[src/rtl/miss_tracker.sv]
module miss_tracker #(
  parameter int ENTRIES = 4,
  parameter int LINE_W  = 26,
  parameter int WORDS   = 4,
  parameter int REG_W   = 5,
  parameter int DATA_W  = 32,
  localparam int ID_W   = (ENTRIES > 1) ? $clog2(ENTRIES) : 1,
  localparam int WIDX_W = (WORDS > 1) ? $clog2(WORDS) : 1
) (
  input  logic                    clk,
  input  logic                    rst_n,
  input  logic                    miss_valid,
  input  logic [LINE_W-1:0]       miss_line,
  input  logic [WIDX_W-1:0]       miss_word,
  input  logic [REG_W-1:0]        miss_reg,
  output logic                    miss_stall,
  output logic                    miss_taken,
  output logic                    mem_req_valid,
  output logic [LINE_W-1:0]       mem_req_line,
  output logic [ID_W-1:0]         mem_req_id,
  input  logic                    fill_valid,
  input  logic [ID_W-1:0]         fill_id,
  input  logic [WORDS*DATA_W-1:0] fill_data,
  output logic                    fill_ready,
  output logic                    wb_valid,
  output logic [REG_W-1:0]        wb_reg,
  output logic [DATA_W-1:0]       wb_data
);

  logic [ENTRIES-1:0] ent_valid;
  logic [LINE_W-1:0]  ent_line [ENTRIES];
  logic [WORDS-1:0]   ent_wait [ENTRIES];
  logic [REG_W-1:0]   ent_reg  [ENTRIES][WORDS];

  logic               drain_busy;
  logic [ID_W-1:0]    drain_id;
  logic [WORDS-1:0]   drain_mask;
  logic [DATA_W-1:0]  drain_words [WORDS];

  logic [ENTRIES-1:0] match_vec, busy_vec;
  logic [ID_W-1:0]    hit_id, free_id;
  logic [WIDX_W-1:0]  drain_w;
  logic               fill_fire, hit, hit_busy, word_busy, full, alloc;
  logic [WORDS-1:0]   drain_rest;

  assign fill_ready = !drain_busy;
  assign fill_fire  = fill_valid && fill_ready && ent_valid[fill_id];

  for (genvar i = 0; i < ENTRIES; i++) begin : g_cmp
    assign match_vec[i] = ent_valid[i] && (ent_line[i] == miss_line);
    assign busy_vec[i]  = (drain_busy && drain_id == ID_W'(i)) ||
                          (fill_fire && fill_id == ID_W'(i));
  end

  always_comb begin
    hit_id  = '0;
    free_id = '0;
    for (int i = ENTRIES - 1; i >= 0; i--) begin
      if (match_vec[i])  hit_id  = ID_W'(i);
      if (!ent_valid[i]) free_id = ID_W'(i);
    end
  end

  assign hit        = |match_vec;
  assign hit_busy   = |(match_vec & busy_vec);
  assign word_busy  = hit && ent_wait[hit_id][miss_word];
  assign full       = &ent_valid;
  assign miss_stall = miss_valid && (hit ? (hit_busy || word_busy) : full);
  assign miss_taken = miss_valid && !miss_stall;
  assign alloc      = miss_taken && !hit;

  assign mem_req_valid = alloc;
  assign mem_req_line  = miss_line;
  assign mem_req_id    = free_id;

  always_comb begin
    drain_w = '0;
    for (int w = WORDS - 1; w >= 0; w--)
      if (drain_mask[w]) drain_w = WIDX_W'(w);
  end

  assign drain_rest = drain_mask & (drain_mask - WORDS'(1));
  assign wb_valid   = drain_busy;
  assign wb_reg     = ent_reg[drain_id][drain_w];
  assign wb_data    = drain_words[drain_w];

  always_ff @(posedge clk or negedge rst_n) begin
    if (!rst_n) begin
      ent_valid  <= '0;
      drain_busy <= 1'b0;
      drain_id   <= '0;
      drain_mask <= '0;
      for (int i = 0; i < ENTRIES; i++) begin
        ent_line[i] <= '0;
        ent_wait[i] <= '0;
        for (int w = 0; w < WORDS; w++) ent_reg[i][w] <= '0;
      end
      for (int w = 0; w < WORDS; w++) drain_words[w] <= '0;
    end else begin
      if (alloc) begin
        ent_valid[free_id]          <= 1'b1;
        ent_line[free_id]           <= miss_line;
        ent_wait[free_id]           <= WORDS'(1) << miss_word;
        ent_reg[free_id][miss_word] <= miss_reg;
      end
      if (miss_taken && hit) begin
        ent_wait[hit_id][miss_word] <= 1'b1;
        ent_reg[hit_id][miss_word]  <= miss_reg;
      end
      if (fill_fire) begin
        drain_busy <= 1'b1;
        drain_id   <= fill_id;
        drain_mask <= ent_wait[fill_id];
        for (int w = 0; w < WORDS; w++)
          drain_words[w] <= fill_data[w*DATA_W +: DATA_W];
      end else if (drain_busy) begin
        drain_mask <= drain_rest;
        if (drain_rest == '0) begin
          drain_busy          <= 1'b0;
          ent_valid[drain_id] <= 1'b0;
          ent_wait[drain_id]  <= '0;
        end
      end
    end
  end

endmodule

[config.mk]
export PLATFORM = sky130hd
export DESIGN_NAME = miss_tracker
export DESIGN_NICKNAME = d
export VERILOG_FILES = /design/src/rtl/miss_tracker.sv
export SDC_FILE = /design/constraint.sdc
export NUM_CORES = 1
export LEC_CHECK = 0
export ABC_AREA = 1
export BUFFER_PORTS_ARGS = -buffer_cell sky130_fd_sc_hd__buf_2
export CORE_MARGIN = 2
export CORE_UTILIZATION = 50
export DETAILED_ROUTE_END_ITERATION = 7
export HOLD_SLACK_MARGIN = 0.05
export PLACE_DENSITY = 0.71
export SYNTH_ARGS = -nofsm -noshare
export SYNTH_HDL_FRONTEND = slang
export SYNTH_SLANG_ARGS = --single-unit
[constraint.sdc]
create_clock -name clk -period 2.2 [get_ports clk]
set_input_delay 0.22 -clock clk [delete_from_list [all_inputs] [get_ports clk]]
set_output_delay 0.22 -clock clk [all_outputs]
set_load 0.01 [all_outputs]
==> reports/results.tsv, run 1 <==
stage	metric	value	unit
worst_setup_path	critical path startpoint category	register	
detailed_routing	post-DR vias/cell	5.82	
detailed_routing	drt pass-1 iters	8	
global_route	GRT Util Overall	0.403	
synthesis	distinct cell type count after synthesis	39	
worst_setup_path	Crit Reg-Reg Startpoint	ent_line[103]$_DFFE_PN0P_	
synthesis	Synth Register Bits	339	
synthesis	Top FF cell, synth	dfrtp_1	
worst_setup_path	CP Class	register to output port	
synthesis	mapped cell area	18200	µm²
sta	FMAX	310	MHz
pwr	Max VDD drop	0.00137	V
sta	skew final	0.0242	ns
global_route	vias in the first global route	21120	
clock_tree	Clock Tree Root	clkbuf_16	
sta	fin worst setup slack	-1.02	ns
worst_setup_path	worst-path maximum fanout	4	
placed_design	Port Buf Inserts	236	
floorplan	Die Ht	195	µm
sta	Final Hold Viols	0	
worst_setup_path	end of the critical path	miss_stall	
sta	Final Slew Violations	0	
pwr	Power Total	0.0390	W
sta	setup violators final	247	
pwr	pwr dens	1460	nW/µm²
detailed_routing	wirelength, routed	77500	µm
worst_setup_path	Reg-to-Reg End	ent_reg[46]$_DFF_PN0_	
layout	max reg flops	128	
sta	worst slew margin relative to its limit	0.526	
worst_setup_path	crit path launch	ent_line[103]$_DFFE_PN0P_	
synthesis	Post-synth EDFFs	0	
layout	post-route core utilization	0.748	
layout	most frequent cells in the layout	nand2_1 (1007), dfrtp_1 (337), buf_2 (234)	
worst_setup_path	CP arrival	3.00	ns
synthesis	Net Count, Synth	2662	
layout	area delta synth->final	46.8	%
clock_tree	Worst-path clk slew	0.06	ns
clock_tree	CTS tree	done	
pwr	LEAKAGE	13.7	nW
worst_setup_path	Critical Path RT	1.98	ns
global_route	largest net degree at the start of global routing	77	
floorplan	Core ar.	35700	µm²
worst_setup_path	Worst Setup End Kind	output port	
status	outcome	finished with violations	
global_route	initial antenna violation count	2	
detailed_routing	ANT nets after route	0	
sta	final worst-path cycle share	1.46	
synthesis	Synth top area share	0.466	
hold_path	hold_sp	miss_line[19]	
detailed_routing	DR WL/cell	21.7	µm
placed_design	placed instance area	20900	µm²
status	failing checks	design-rule violations, negative setup slack	
global_route	first-pass GRT wire length	118000	µm
synthesis	Syn Area/Cell	7.30	µm²
clock_tree	Skew-Pair Late Insertion Delay	0.59	ns
synthesis	asr flop ratio synth	1.00	
synthesis	post-synthesis sequential area ratio	0.466	
global_route	GRT overflow	0	
floorplan	# IOs	237	
floorplan	# rows	69	
synthesis	largest cells by area after synthesis	dfrtp_1 (47%), nand2_1 (23%), nor2_1 (4.1%)	
clock_tree	Max clock buf depth	3	
placed_design	Placer Congestion	0.966	
sta	unrepaired setup endpoints after global routing	yes	
worst_setup_path	Reg2Reg Depth	26	
layout	share of cells above drive strength 1	0.311	
detailed_routing	Post-route DRC	11	
layout	Post-Layout Inst Area	26700	µm²
synthesis	area leader, netlist	dfrtp_1	
layout	Final Non-Filler Cells	3577	
detailed_routing	Detailed Route Iter0 Violations	2196	
floorplan	Die Area	38000	µm²
clock_tree	H-tree levels	2	
clock_tree	CTS Buf Count	39	
sta	Worst-Margin Slew	0.711	ns
clock_tree	total clock sinks	339	
worst_setup_path	FF-to-FF setup slack	-0.88	ns
placed_design	DP HPWL	42500	µm
hold_path	Hold Crit Class	input port to register	
synthesis	yosys warns	0	
detailed_routing	via count	20805	
flow_run	Max-Cap Viols	0	
placed_design	Placed Cells	3240	
synthesis	Cells after Synth	2495	
layout	nets	3254	
floorplan	Starting Density	0.510	
floorplan	Die Span X	195	µm
sta	Min Hold Slack	0.0802	ns
sta	Final min period	3.22	ns
layout	commonest non-fill, non-tap cell in the layout	nand2_1	
[what timing repair did]
action	in CTS	in global routing
cloned	36	0
endpoints found under the hold margin	449	0
resized for setup	393	79
hold buffers	158	0
setup endpoints to repair	242	289
pin swaps	89	34
buffers inserted	66	9
[synthesized netlist by cell type (6+ instances only)]
| cell | number |
|---|---|
| o32ai_1 | 32 |
| o21ai_1 | 20 |
| inv_2 | 41 |
| nand3_1 | 89 |
| nand4_1 | 21 |
| xnor2_1 | 20 |
| o22ai_1 | 7 |
| inv_1 | 152 |
| a31oi_1 | 6 |
| o21ai_0 | 135 |
| nand2_1 | 1107 |
| nand3_2 | 42 |
| nand2_2 | 20 |
| a21oi_1 | 28 |
| nor2_1 | 199 |
| buf_2 | 20 |
| a22oi_1 | 31 |
| clkbuf_1 | 76 |
| nor2_2 | 6 |
| dfrtp_1 | 339 |
| buf_4 | 51 |
[how the worst min path moves through the flow]
stage | endpoint | cells past startpoint
after floorplan | drain_id[0]$_DFFE_PN0P_ | 0
after global placement | ent_line[90]$_DFFE_PN0P_ | 1
after detailed placement | ent_line[90]$_DFFE_PN0P_ | 1
after CTS | ent_line[45]$_DFFE_PN0P_ | 4
after global routing | ent_line[4]$_DFFE_PN0P_ | 4
final | ent_line[45]$_DFFE_PN0P_ | 4
[report_power, final]
group	internal [W]	switching (W)	leakage [nW]
Clock	0.00364	0.00285	0.598
Combinational	0.00917	0.0120	8.88
Sequential	0.00916	0.00218	4.25
Total	0.0220	0.0170	13.7
[metal layers]
metal | GRT usage | part of all wire | wire (µm)
met3 | 0.0774 | 0.095 | 7380
met5 | 0 | 0 | 0
met4 | 0.276 | 0.081 | 6270
met1 | 0.485 | 0.36 | 27800
met2 | 0.658 | 0.47 | 36100
[stage by stage]
step,setup WS [ns],setup TNS [ns]
final,-1.02,-134.99
after global routing,-1.14,-159.65
after CTS,-0.904,-109.01
after detailed placement,-0.668,-95.86
after global placement,-0.629,-92.58
after floorplan,0.00105,0
[cell type report]
cell class              instances  area (µm²)
flip-flops and latches        339        8490
clock inverters                10         125
clock buffers                  54        1100
inverters                     195         752
fillers                      2458        9000
repair buffers                708        6460
diodes                          6        15.0
well taps                     461         577
repair inverters                2        15.0
multi-input cells            1802        9210
[cell families after synthesis]
group	count (synthesis)	synth area share
AO/OA/AOI/OAI	268	0.0872
XOR/XNOR	21	0.0101
buffers and inverters	355	0.0893
flip-flops	339	0.466
AND/OR/NAND/NOR	1512	0.348
[worst max-delay path, cell delays in order (launching register included)]
cell     delay, ns
dfrtp_1       0.36
inv_2         0.09
buf_4         0.15
nand2_2       0.06
nand2_2       0.07
nor2_4        0.15
nand2_2       0.08
nor2_4        0.13
inv_1         0.07
nor2_2        0.16
nand2_4       0.08
nand4_1       0.10
nand2_1       0.07
inv_1         0.08
nand2_1       0.06
nand2_1       0.05
nand2_1       0.06
o21ai_2       0.18
nand2_4       0.06
buf_6         0.12
a21oi_2       0.10
buf_2         0.13
Note: power is estimated with default switching activity, not from simulation.
==> run 2: changes to the inputs <==
--- a/config.mk
+++ b/config.mk
@@ -7,11 +7,13 @@
 export LEC_CHECK = 0
 export ABC_AREA = 1
 export BUFFER_PORTS_ARGS = -buffer_cell sky130_fd_sc_hd__buf_2
+export CELL_PAD_IN_SITES_DETAIL_PLACEMENT = 1
+export CELL_PAD_IN_SITES_GLOBAL_PLACEMENT = 1
 export CORE_MARGIN = 2
-export CORE_UTILIZATION = 50
+export CORE_UTILIZATION = 38
 export DETAILED_ROUTE_END_ITERATION = 7
 export HOLD_SLACK_MARGIN = 0.05
-export PLACE_DENSITY = 0.71
+export PLACE_DENSITY = 0.74
 export SYNTH_ARGS = -nofsm -noshare
 export SYNTH_HDL_FRONTEND = slang
 export SYNTH_SLANG_ARGS = --single-unit
==> run 2 against run 1 <==
  * The run ends with negative setup slack left
  * Clock skew is 0.0018 ns higher
  * Critical path depth is 2 lower
  * Sequential cell count stayed put
  * Clock power is 17% higher
==> reports/results.tsv, run 2 (synthesis results as in run 1) <==
stage	metric	value	unit	change
pwr	pwr dens	1430	nW/µm²	-2.2%
global_route	initial antenna violation count	16		+14
placed_design	DP HPWL	50000	µm	+18%
floorplan	# rows	80		+16%
clock_tree	total clock sinks	339		unchanged
sta	Final Hold Viols	0		unchanged
pwr	LEAKAGE	13.2	nW	-3.7%
layout	share of cells above drive strength 1	0.300		-0.0110
clock_tree	Skew-Pair Late Insertion Delay	0.58	ns	about the same
sta	fin worst setup slack	-1.07	ns	-0.0478 ns
worst_setup_path	worst-path maximum fanout	5		+1
worst_setup_path	critical path startpoint category	register		
global_route	GRT met3 Usage	0.0440		-0.0334
layout	post-route core utilization	0.549		-0.199
worst_setup_path	Reg-to-Reg End	ent_reg[18]$_DFF_PN0_		
sta	setup violators final	375		+52%
detailed_routing	drt pass-1 iters	5		-3
clock_tree	CTS Buf Count	41		+5.1%
worst_setup_path	CP Class	register to output port		
layout	nets	3203		-1.6%
global_route	largest net degree at the start of global routing	95		+23%
worst_setup_path	Critical Path RT	1.98	ns	about the same
detailed_routing	Post-route DRC	0		-11
pwr	Power Total	0.0373	W	-4.5%
detailed_routing	DR WL/cell	22.5	µm	+3.9%
placed_design	Placer Congestion	0.961		-0.45%
clock_tree	CTS tree	done		
worst_setup_path	crit path launch	ent_line[69]$_DFFE_PN0P_		
sta	worst slew margin relative to its limit	0.582		+0.0566
global_route	first-pass GRT wire length	121000	µm	+2.4%
clock_tree	Max clock buf depth	3		unchanged
flow_run	Max-Cap Viols	0		unchanged
layout	area delta synth->final	43.4	%	
floorplan	# IOs	237		unchanged
global_route	GRT Util Overall	0.313		-0.0898
floorplan	Die Ht	223	µm	+14%
layout	most frequent cells in the layout	nand2_1 (1015), dfrtp_1 (337), buf_2 (233)		
floorplan	Starting Density	0.383		-0.127
hold_path	Hold Crit Class	input port to register		
layout	max reg flops	128		unchanged
detailed_routing	wirelength, routed	83200	µm	+7.4%
placed_design	Port Buf Inserts	236		unchanged
detailed_routing	post-DR vias/cell	5.36		-7.9%
worst_setup_path	Reg2Reg Depth	25		-3.8%
global_route	met2 Usage GRT	0.554		-0.104
status	outcome	finished with violations		
clock_tree	H-tree levels	2		unchanged
floorplan	Core ar.	47500	µm²	+33%
pwr	Max VDD drop	0.00145	V	+5.9%
sta	Final min period	3.27	ns	+0.0478 ns
hold_path	Hold Path Stages	4		unchanged
clock_tree	Worst-path clk slew	0.06	ns	about the same
sta	Final Slew Violations	0		unchanged
floorplan	Die Span X	223	µm	+14%
layout	commonest non-fill, non-tap cell in the layout	nand2_1		
sta	unrepaired setup endpoints after global routing	yes		
worst_setup_path	Worst Setup End Kind	output port		
detailed_routing	ANT nets after route	0		unchanged
worst_setup_path	Crit Reg-Reg Startpoint	ent_line[8]$_DFFE_PN0P_		
detailed_routing	via count	19803		-4.8%
global_route	vias in the first global route	21021		-0.47%
sta	Worst-Margin Slew	0.626	ns	-0.0850 ns
sta	FMAX	306	MHz	-1.5%
clock_tree	Clock Tree Root	clkbuf_16		
detailed_routing	Detailed Route Iter0 Violations	1466		-33%
global_route	gr busiest metal	met2		
sta	final worst-path cycle share	1.49		+0.0217
worst_setup_path	end of the critical path	miss_stall		
global_route	grt met1 use	0.371		-0.114
global_route	GRT overflow	0		unchanged
sta	skew final	0.0260	ns	+0.00176 ns
worst_setup_path	CP arrival	3.05	ns	+0.05 ns
floorplan	Die Area	49700	µm²	+31%
status	failing checks	negative setup slack		
worst_setup_path	FF-to-FF setup slack	-1.00	ns	-0.12 ns
[run 2: report_power, final]
part | internal, W | total [W] | switching [W]
combinational | 0.00709 | 0.0183 | 0.0112
sequential | 0.00916 | 0.0114 | 0.00221
clock | 0.00462 | 0.00759 | 0.00298
[run 2: metrics by stage]
stage	cell area (µm²)	instances	worst slack, ns	setup TNS, ns	hold slack [ns]
after CTS	24800	3636	-1.01	-119.66	0.0500
after detailed placement	21200	3403	-0.879	-149.03	0.178
after global placement	21200	3403	-0.809	-138.49	0.175
after global routing	26100	3697	-1.17	-211.56	0.0785
final	26100	3698	-1.07	-173.71	0.0676
after floorplan	18200	2495	0.00105	0	-0.0756
[run 2: worst min path at each step]
| stage | from | endpoint | slack [ns] |
|---|---|---|---|
| finish | miss_line[1] | ent_line[27]$_DFFE_PN0P_ | 0.07 |
| detailed placement | rst_n | ent_line[87]$_DFFE_PN0P_ | 0.18 |
| global route | miss_line[23] | ent_line[23]$_DFFE_PN0P_ | 0.08 |
| floorplan | rst_n | drain_id[0]$_DFFE_PN0P_ | -0.08 |
| CTS | miss_line[1] | ent_line[27]$_DFFE_PN0P_ | 0.05 |
| global placement | rst_n | ent_line[85]$_DFFE_PN0P_ | 0.17 |
[run 2: critical path, cell delays in order (launching register included)]
cell and delay (ns):
dfrtp_1 0.35, inv_1 0.08, nand2_2 0.14, nand2_1 0.11, nand3b_1 0.23, nor2_4 0.17
nand2_2 0.09, nor2_4 0.18, nand2_4 0.10, nand2_4 0.10, nand2_1 0.07, nand3_2 0.07
nand2_1 0.05, nand2_1 0.07, nand2_1 0.07, o21ai_2 0.17, nand2_4 0.07, buf_6 0.13
a21oi_2 0.11, buf_2 0.14
[run 2: layout make-up]
cell class,instances,area [µm²]
antenna,16,40.0
clock buffer,61,1240
clock inverter,13,235
fill,5740,21400
inverter,195,747
multi-input combinational,1802,9300
sequential,339,8490
tap,615,769
timing repair buffer,655,5280
timing repair inverter,2,15.0
[run 2: routing by layer]
metal,share of wire,up-vias
met2,0.51,715
li1,-,8913
met5,0.00016,-
met1,0.39,9889
met3,0.045,284
met4,0.060,2
[run 2: what timing repair did]
| item | in CTS | in global routing |
|---|---|---|
| gates resized for setup | 129 | 248 |
| hold endpoints to repair | 423 | 0 |
| cloned | 2 | 7 |
| hold buffers | 152 | 0 |
| setup buffers | 5 | 43 |
| pin swaps | 39 | 83 |
| setup endpoints to repair | 375 | 377 |
